File: src/rtl/dma_channel.sv
module dma_channel #(
  parameter int AW = 32,
  parameter int CW = 14
) (
  input  logic          clk,
  input  logic          rst_n,
  input  logic          cfg_we,
  input  logic [1:0]    cfg_sel,
  input  logic [31:0]   cfg_wdata,
  output logic [15:0]   ctrl_rd,
  input  logic          trig_vblank,
  input  logic          trig_hblank,
  input  logic          trig_special,
  output logic          mem_req,
  output logic          mem_we,
  output logic          mem_wide,
  output logic [AW-1:0] mem_addr,
  output logic [31:0]   mem_wdata,
  input  logic [31:0]   mem_rdata,
  output logic          irq
);
  localparam int CNTW = CW + 1;
  localparam logic [CNTW-1:0] FULL = {1'b1, {CW{1'b0}}};

  typedef enum logic [2:0] {S_IDLE, S_DLY1, S_DLY2, S_WAIT, S_RD, S_WR} st_t;
  st_t st;

  logic [AW-1:0]   src_r, dst_r, src_w, dst_w;
  logic [CW-1:0]   cnt_r;
  logic [CNTW-1:0] left;
  logic [15:0]     ctrl;

  wire [1:0] dmode = ctrl[6:5];
  wire [1:0] smode = ctrl[8:7];
  wire [1:0] tmode = ctrl[13:12];
  wire rpt  = ctrl[9];
  wire wide = ctrl[10];
  wire ien  = ctrl[14];
  wire en   = ctrl[15];

  wire ctl_wr = cfg_we && (cfg_sel == 2'd3);
  wire arm    = ctl_wr && cfg_wdata[15] && !en;
  wire disarm = ctl_wr && !cfg_wdata[15];

  wire [AW-1:0]   step   = wide ? AW'(4) : AW'(2);
  wire            last   = (left == CNTW'(1));
  wire [CNTW-1:0] reload = (cnt_r == '0) ? FULL : {1'b0, cnt_r};
  wire fired = (tmode == 2'd1) ? trig_vblank :
               (tmode == 2'd2) ? trig_hblank :
               (tmode == 2'd3) ? trig_special : 1'b1;

  function automatic logic [AW-1:0] step_addr(input logic [AW-1:0] a, input logic [1:0] m);
    case (m)
      2'b00, 2'b11: step_addr = a + step;
      2'b01:        step_addr = a - step;
      default:      step_addr = a;
    endcase
  endfunction

  always_ff @(posedge clk) begin
    if (!rst_n) begin
      st    <= S_IDLE;
      src_r <= '0;
      dst_r <= '0;
      src_w <= '0;
      dst_w <= '0;
      cnt_r <= '0;
      left  <= '0;
      ctrl  <= '0;
      irq   <= 1'b0;
    end else begin
      irq <= 1'b0;
      case (st)
        S_DLY1: st <= S_DLY2;
        S_DLY2: st <= (tmode == 2'd0) ? S_RD : S_WAIT;
        S_WAIT: if (fired) st <= S_RD;
        S_RD:   st <= S_WR;
        S_WR: begin
          src_w <= (smode == 2'b11) ? src_w : step_addr(src_w, smode);
          dst_w <= step_addr(dst_w, dmode);
          left  <= left - CNTW'(1);
          if (last) begin
            irq <= ien;
            if (dmode == 2'b11) dst_w <= dst_r;
            if (rpt && tmode != 2'd0) begin
              left <= reload;
              st   <= S_WAIT;
            end else begin
              st       <= S_IDLE;
              ctrl[15] <= 1'b0;
            end
          end else begin
            st <= S_RD;
          end
        end
        default: ;
      endcase
      if (arm) begin
        st    <= S_DLY1;
        src_w <= src_r;
        dst_w <= dst_r;
        left  <= reload;
      end else if (disarm) begin
        st <= S_IDLE;
      end
      if (cfg_we) begin
        case (cfg_sel)
          2'd0: src_r <= cfg_wdata[AW-1:0];
          2'd1: dst_r <= cfg_wdata[AW-1:0];
          2'd2: cnt_r <= cfg_wdata[CW-1:0];
          default: ctrl <= cfg_wdata[15:0];
        endcase
      end
    end
  end

  assign ctrl_rd   = ctrl;
  assign mem_req   = (st == S_RD) || (st == S_WR);
  assign mem_we    = (st == S_WR);
  assign mem_wide  = wide;
  assign mem_addr  = (st == S_WR) ? dst_w : src_w;
  assign mem_wdata = wide ? mem_rdata : {16'h0000, mem_rdata[15:0]};

  p_arm_delay_r2: assert property (@(posedge clk) disable iff (!rst_n)
    arm |=> !mem_req ##1 !mem_req);

  p_rd_then_wr_r3: assert property (@(posedge clk) disable iff (!rst_n)
    (mem_req && !mem_we && !disarm) |=> (mem_req && mem_we));

  p_wr_after_rd_r3: assert property (@(posedge clk) disable iff (!rst_n)
    (mem_req && mem_we) |-> $past(mem_req && !mem_we));

  p_src_fixed_r4: assert property (@(posedge clk) disable iff (!rst_n)
    (mem_req && mem_we && smode == 2'b10) |=> $stable(src_w));

  p_irq_after_wr_r9: assert property (@(posedge clk) disable iff (!rst_n)
    irq |-> $past(mem_req && mem_we));

  p_off_quiet_r10: assert property (@(posedge clk) disable iff (!rst_n)
    !en |-> !mem_req);
endmodule

File: config.mk
export PLATFORM = sky130hd
export DESIGN_NAME = dma_channel
export DESIGN_NICKNAME = d
export VERILOG_FILES = /design/src/rtl/dma_channel.sv
export SDC_FILE = /design/constraint.sdc
export NUM_CORES = 1
export LEC_CHECK = 0
export ABC_AREA = 0
export BUFFER_PORTS_ARGS = -buffer_cell sky130_fd_sc_hd__buf_2
export CAP_MARGIN = 10
export CORE_MARGIN = 2
export CORE_UTILIZATION = 55
export DETAILED_ROUTE_END_ITERATION = 10
export GPL_TIMING_DRIVEN = 0
export PLACE_DENSITY = 0.75
export SLEW_MARGIN = 0
export SYNTH_ARGS = -nofsm -noshare
export SYNTH_HDL_FRONTEND = slang
export SYNTH_SLANG_ARGS = --single-unit
File: constraint.sdc
create_clock -name clk -period 5.1 [get_ports clk]
set_input_delay 1.02 -clock clk [delete_from_list [all_inputs] [get_ports clk]]
set_output_delay 1.02 -clock clk [all_outputs]
set_load 0.05 [all_outputs]
## After elaboration in Yosys (flattened, before gate mapping)

Index checks and enable logic that the tools add are counted.

- Input port bits: 72
- Bits in latches: 0
- Memory bits (writable): 0
- Memories: 0
- Bits in read-only memories: 0
- Logic and storage cells: 99
- Register bits: 177

- Multipliers: 0
- Multiplexer cells: 32
- Divide/modulo/power cells: 0
- Add/subtract/negate cells: 5
- Equality and inequality tests: 19
- Bitwise gates (word level): 2
- Reductions and logical operators: 30
- Shifts and indexed selects: 0
- Order comparisons: 0

Operators by type and width:

| operator | number |
|---|---|
| 2-to-1 mux 32 bit | 9 |
| case mux 32 bit (2 select lines) | 2 |
| 2-to-1 mux 15 bit | 5 |
| adder 32 x 3 -> 32 bit | 2 |
| subtractor 32 x 3 -> 32 bit | 2 |
| 2-to-1 mux 16 bit | 2 |
| equality test 15 x 1 -> 1 bit, second input constant | 1 |
| case mux 3 bit (5 select lines) | 1 |
| subtractor 15 x 1 -> 15 bit, second input constant | 1 |
| zero test 14 bit | 1 |
| equality test 2 bit, second input constant | 6 |
| 2-to-1 mux 3 bit | 4 |
| AND reduction 2 bit | 6 |
| equality test 2 x 1 -> 1 bit, second input constant | 4 |
| zero test 2 bit | 4 |
| 2-to-1 mux 1 bit | 8 |
| nonzero test 7 bit | 1 |
| equality test 3 x 2 -> 1 bit, second input constant | 2 |
| equality test 3 bit, second input constant | 2 |
| AND reduction 3 bit | 2 |
| OR reduction 3 bit | 2 |
| logical AND 1 bit | 5 |
| nonzero test 5 bit | 1 |
| != test 2 bit, second input constant | 2 |
| other kinds (9) | 13 |

## Logic depth before layout (Yosys ltp)

- Word-level depth: 8
- Mapped depth: 16

## Worst setup path after synthesis

Ideal clock, no wire load.

- Path type: reg-to-reg
- Start: reg ctrl[6] (netlist: ctrl_rd[6])
- End: reg dst_w[17]
- Data required time: 4,978 ps
- Arrival: 4,445 ps
- Setup time: 122 ps
- Path slack: 533 ps
- Buffers on the path: 5
- Cell stages (with the launch flop): 17
- Path through: dfxtp_1 clkbuf_2 nand2b_4 clkbuf_1 clkbuf_1 buf_1 clkbuf_1 nor2_1 ha_1 o21a_1 or2_2 o21ai_0 a21oi_1 nor2_1 mux2_2 o211a_1 a221o_1

- Longest elaborated chain between the ends: 7

Ends and longest elaborated chain:

| what | RTL line | RTL |
|---|---|---|
| start: declaration | 31 | `logic [15:0] ctrl;` |
| start signal: assignment | 111 | `default: ctrl <= cfg_wdata[15:0];` |
| equality test 2 bit or zero test 2 bit (tied branches) | 53, 84 |  |
| OR reduction 2 bit | 53 | `case (m)` |
| case mux 32 bit (2 select lines) | 53 |  |
| 2-to-1 mux 32 bit | 84 | `if (dmode == 2'b11) dst_w <= dst_r;` |
| 2-to-1 mux 32 bit * | 82 | `if (last) begin` |
| 2-to-1 mux 32 bit * | 73 | `case (st)` |
| 2-to-1 mux 32 bit * | 98 | `if (arm) begin` |
| end signal: assignment | 80 | `dst_w <= step_addr(dst_w, dmode);` |
| end signal: assignment | 84 |  |
| end signal: assignment | 101 | `dst_w <= dst_r;` |
| end: declaration | 28 | `logic [AW-1:0] src_r, dst_r, src_w, dst_w;` |

Every way passes the cells marked *; elsewhere a longest branch is shown, timed or not. The select of a mux whose other input is x is not followed.
A chain may end at the register's enable or synchronous reset.

## Worst setup path in the final report

Ends and elaborated chain as after synthesis.

==> flow_summary_export.csv <==
group,metric,value,unit
critical_path,cp-start-kind,"register",
cts,cts_tree,"yes",
timing,fmax,212,MHz
place,gp_congestion,0.981,
synthesis,syn_nets,1714,
cts,cts.sinks,177,
timing,post-route-period-util,0.926,
synthesis,ys_async_sr_fraction,0,
grt,grt.total_usage,0.387,
critical_path,crit_buf_inv,4,
cells_and_area,area_growth,14.6,%
cts,cts_hold_buf,0,
critical_path,end_kind,"register",
critical_path,cpPeakStageDelay,0.43,ns
timing,hold_viol,0,
floorplan,dieArea,21700,um2
synthesis,syn-cell-area,11300,um2
critical_path,r2r_cells,15,
synthesis,ys_ff_latch,177,
floorplan,num_rows,52,
grt,overflow,0,
timing,slew_headroom,0.297,
critical_path,slowest_stage,"o21ai_0",
cts,clockRootBuffer,"clkbuf_16",
cells_and_area,final_area,12900,um2
detailed_routing,ant_nets,0,
floorplan,io_pins,156,
run,maxCapViolCount,0,
synthesis,netlist_top_cells_area,"dfxtp_1 (31%), nand2_1 (13%), a21oi_1 (8.2%)",
synthesis,yosysMostFrequentCell,"nand2_1",
grt,grt_pass1_wl,65400,um
timing,clock_skew,0.0107,ns
timing,maxSlewViolCount,0,
grt,grt_max_degree,32,
critical_path,path_delay_family,"compound AO/OA/AOI/OAI gates",
outcome,status,"finished, final reports clean",
cts,clkTransAtPathRegs,0.07,ns
timing,rsz0062_at_grt,"no",
grt,antenna_found_initial,0,
critical_path,crit_type,"reg -> reg",
detailed_routing,drcViolationCount,0,
synthesis,ys_types,84,
synthesis,postSynthCellCount,1604,
cts,clk_path_buf_depth,2,
floorplan,die_w,147,um
critical_path,cpMostUsedCell,"clkbuf_2",
detailed_routing,wl_per_cell,20.9,um
critical_path,crit_required,5.43,ns
synthesis,post_synth.cell_area_avg,7.04,um2
cts,htreeDepth,4,
timing,tns,0,ns
critical_path,path_depth,15,
cells_and_area,nets,1872,
synthesis,synth-warning-count,0,
place,placed_cell_area,12300,um2
timing,finalCriticalPeriod,4.72,ns
synthesis,yosysSeqAreaShare,0.314,
place,portBuffers,138,
synthesis,yosysTopAreaCell,"dfxtp_1",
synthesis,synth_ff_type,"dfxtp_1",
grt,grt_pass1_vias,12100,
critical_path,cp_data_arrival_time,5.05,ns
cts,clk_latency,0.44,ns
detailed_routing,drt_first_pass_iters,5,
timing,worst_slew_pin_slew,1.05,ns
place,dp_hpwl,32400,um
cts,cts_made_buffers,17,
cells_and_area,final_layout_size_suffix_gt1_frac,0.132,
synthesis,netlist.area_leader.share,0.314,
worst_hold_path,worstHoldPathCells,2,
floorplan,core,20200,um2
floorplan,start_util,0.560,
critical_path,cp_cell_sequence,"clkbuf_2 > nand2b_4 > clkbuf_2 > buf_2 > clkbuf_2 > nor2_1 > ha_1 > o21a_1 > o2111a_1 > o21ai_0 > a21oi_1 > nor2_2 > mux2_2 > o211a_1 > a221o_1",
power_and_ir_drop,max-vdd-ir-drop,0.251,mV
detailed_routing,via_per_inst,6.41,
floorplan,die_h,147,um
synthesis,synth_edf_count,0,
detailed_routing,vias,13100,
detailed_routing,routed_wl,42800,um
critical_path,path_max_fanout,11,
cells_and_area,post-route-util,0.642,
detailed_routing,drt_iter0_drc,1274,
worst_hold_path,min_path_type,"reg -> reg",
power_and_ir_drop,leakage,5.38,nW
power_and_ir_drop,power.density,257,nW/um2
timing,setup_viol_count_final,0,
synthesis,synthTopCellsByCount,"nand2_1 (387), a21oi_1 (184), dfxtp_1 (177), nor2_1 (112), clkbuf_1 (100)",
state kept, by name, summed over array words and instances, names as in the netlist:
register,count
dst_r,32
dst_w,32
src_r,32
src_w,32
ctrl_rd,16
left,15
cnt_r,14
st,3
irq,1
worst register-to-register path, delay by kind of cell (launching register included):
kind	cells	cell delay [ns]
compound gates	6	1.65
fa+ha+maj	1	0.31
buf+inv	4	1.16
flops	1	0.39
mux	1	0.42
simple gates	3	0.69
logic make-up after synthesis:
logic type | count (synthesis) | synth area share
flops | 177 | 0.314
simple gates | 717 | 0.286
compound gates | 463 | 0.255
fa+ha+maj | 39 | 0.0430
mux | 23 | 0.0211
buf+inv | 158 | 0.0603
xor+xnor | 27 | 0.0209
power breakdown:
group / internal (W) / leakage (nW) / switching [W]
combinational: 0.000156 / 3.66 / 0.000355
sequential: 0.00142 / 1.44 / 0.0000348
clock: 0.000744 / 0.289 / 0.000613
total: 0.00232 / 5.38 / 0.00100
per-stage QoR:
| stage | total power (W) | worst slack [ns] | hold slack, ns | std cells |
|---|---|---|---|---|
| 2_1_floorplan | 0.00182 | 0.533 | 0.420 | 1604 |
| 3_3_place_gp | 0.00198 | -0.575 | 0.438 | 2012 |
| 3_5_place_dp | 0.00198 | -0.504 | 0.446 | 2013 |
| 4_1_cts | 0.00330 | 0.147 | 0.456 | 2046 |
| 5_1_grt | 0.00342 | 0.189 | 0.474 | 2045 |
| 6_report | 0.00333 | 0.378 | 0.456 | 2046 |
what timing repair did:
| item | CTS | global route |
|---|---|---|
| gates resized for setup | 4 | 1 |
| buffers inserted | 1 | 0 |
| pin swaps | 1 | 1 |
| endpoints found under the setup margin | 16 | 12 |
| cloned | 0 | 0 |
cell usage in the layout, fill, tap and decap left out, drive strengths merged, types with 10 or more instances in the layout:
| cell | count |
|---|---|
| a211oi | 16 |
| o22ai | 14 |
| o211ai | 12 |
| nor2b | 10 |
| nor4 | 15 |
| mux2i | 17 |
| and3 | 19 |
| a21o | 19 |
| nor3 | 38 |
| buf | 171 |
| clkbuf | 118 |
| inv | 29 |
| o21ai | 92 |
| nand4 | 19 |
| xnor2 | 16 |
| nor2 | 113 |
| a22oi | 12 |
| a221oi | 11 |
| dfxtp | 177 |
| nand3 | 31 |
| a21oi | 185 |
| ha | 38 |
| xor2 | 11 |
| or3 | 16 |
| nand2 | 387 |
| a31oi | 18 |
| and2 | 27 |
worst paths after layout:
path              start         to  slack [ns]
max          ctrl_rd[6]  dst_w[17]        0.38
min            dst_r[0]   dst_r[0]        0.46
max reg2reg  ctrl_rd[6]  dst_w[17]        0.38
min reg2reg    dst_r[0]   dst_r[0]        0.46
per-layer routing:
metal / global-route usage / up-vias / routed length [um]
met3: 0.0643 / 141 / 4240
met1: 0.507 / 6172 / 17400
li1: - / 6013 / -
met2: 0.628 / 780 / 19200
met4: 0.177 / 0 / 2000
met5: 0 / - / 0
cell type report:
| type | instances | area (um2) |
|---|---|---|
| clock inverters | 14 | 154 |
| repair buffers | 140 | 706 |
| inverters | 26 | 97.6 |
| flip-flops and latches | 177 | 3540 |
| clock buffers | 18 | 439 |
| well taps | 270 | 338 |
| multi-input cells | 1269 | 7080 |
| diodes | 1 | 2.50 |
| fillers | 1940 | 7230 |
| plain buffers | 131 | 583 |
No activity file was read; power rests on OpenSTA's default activity.
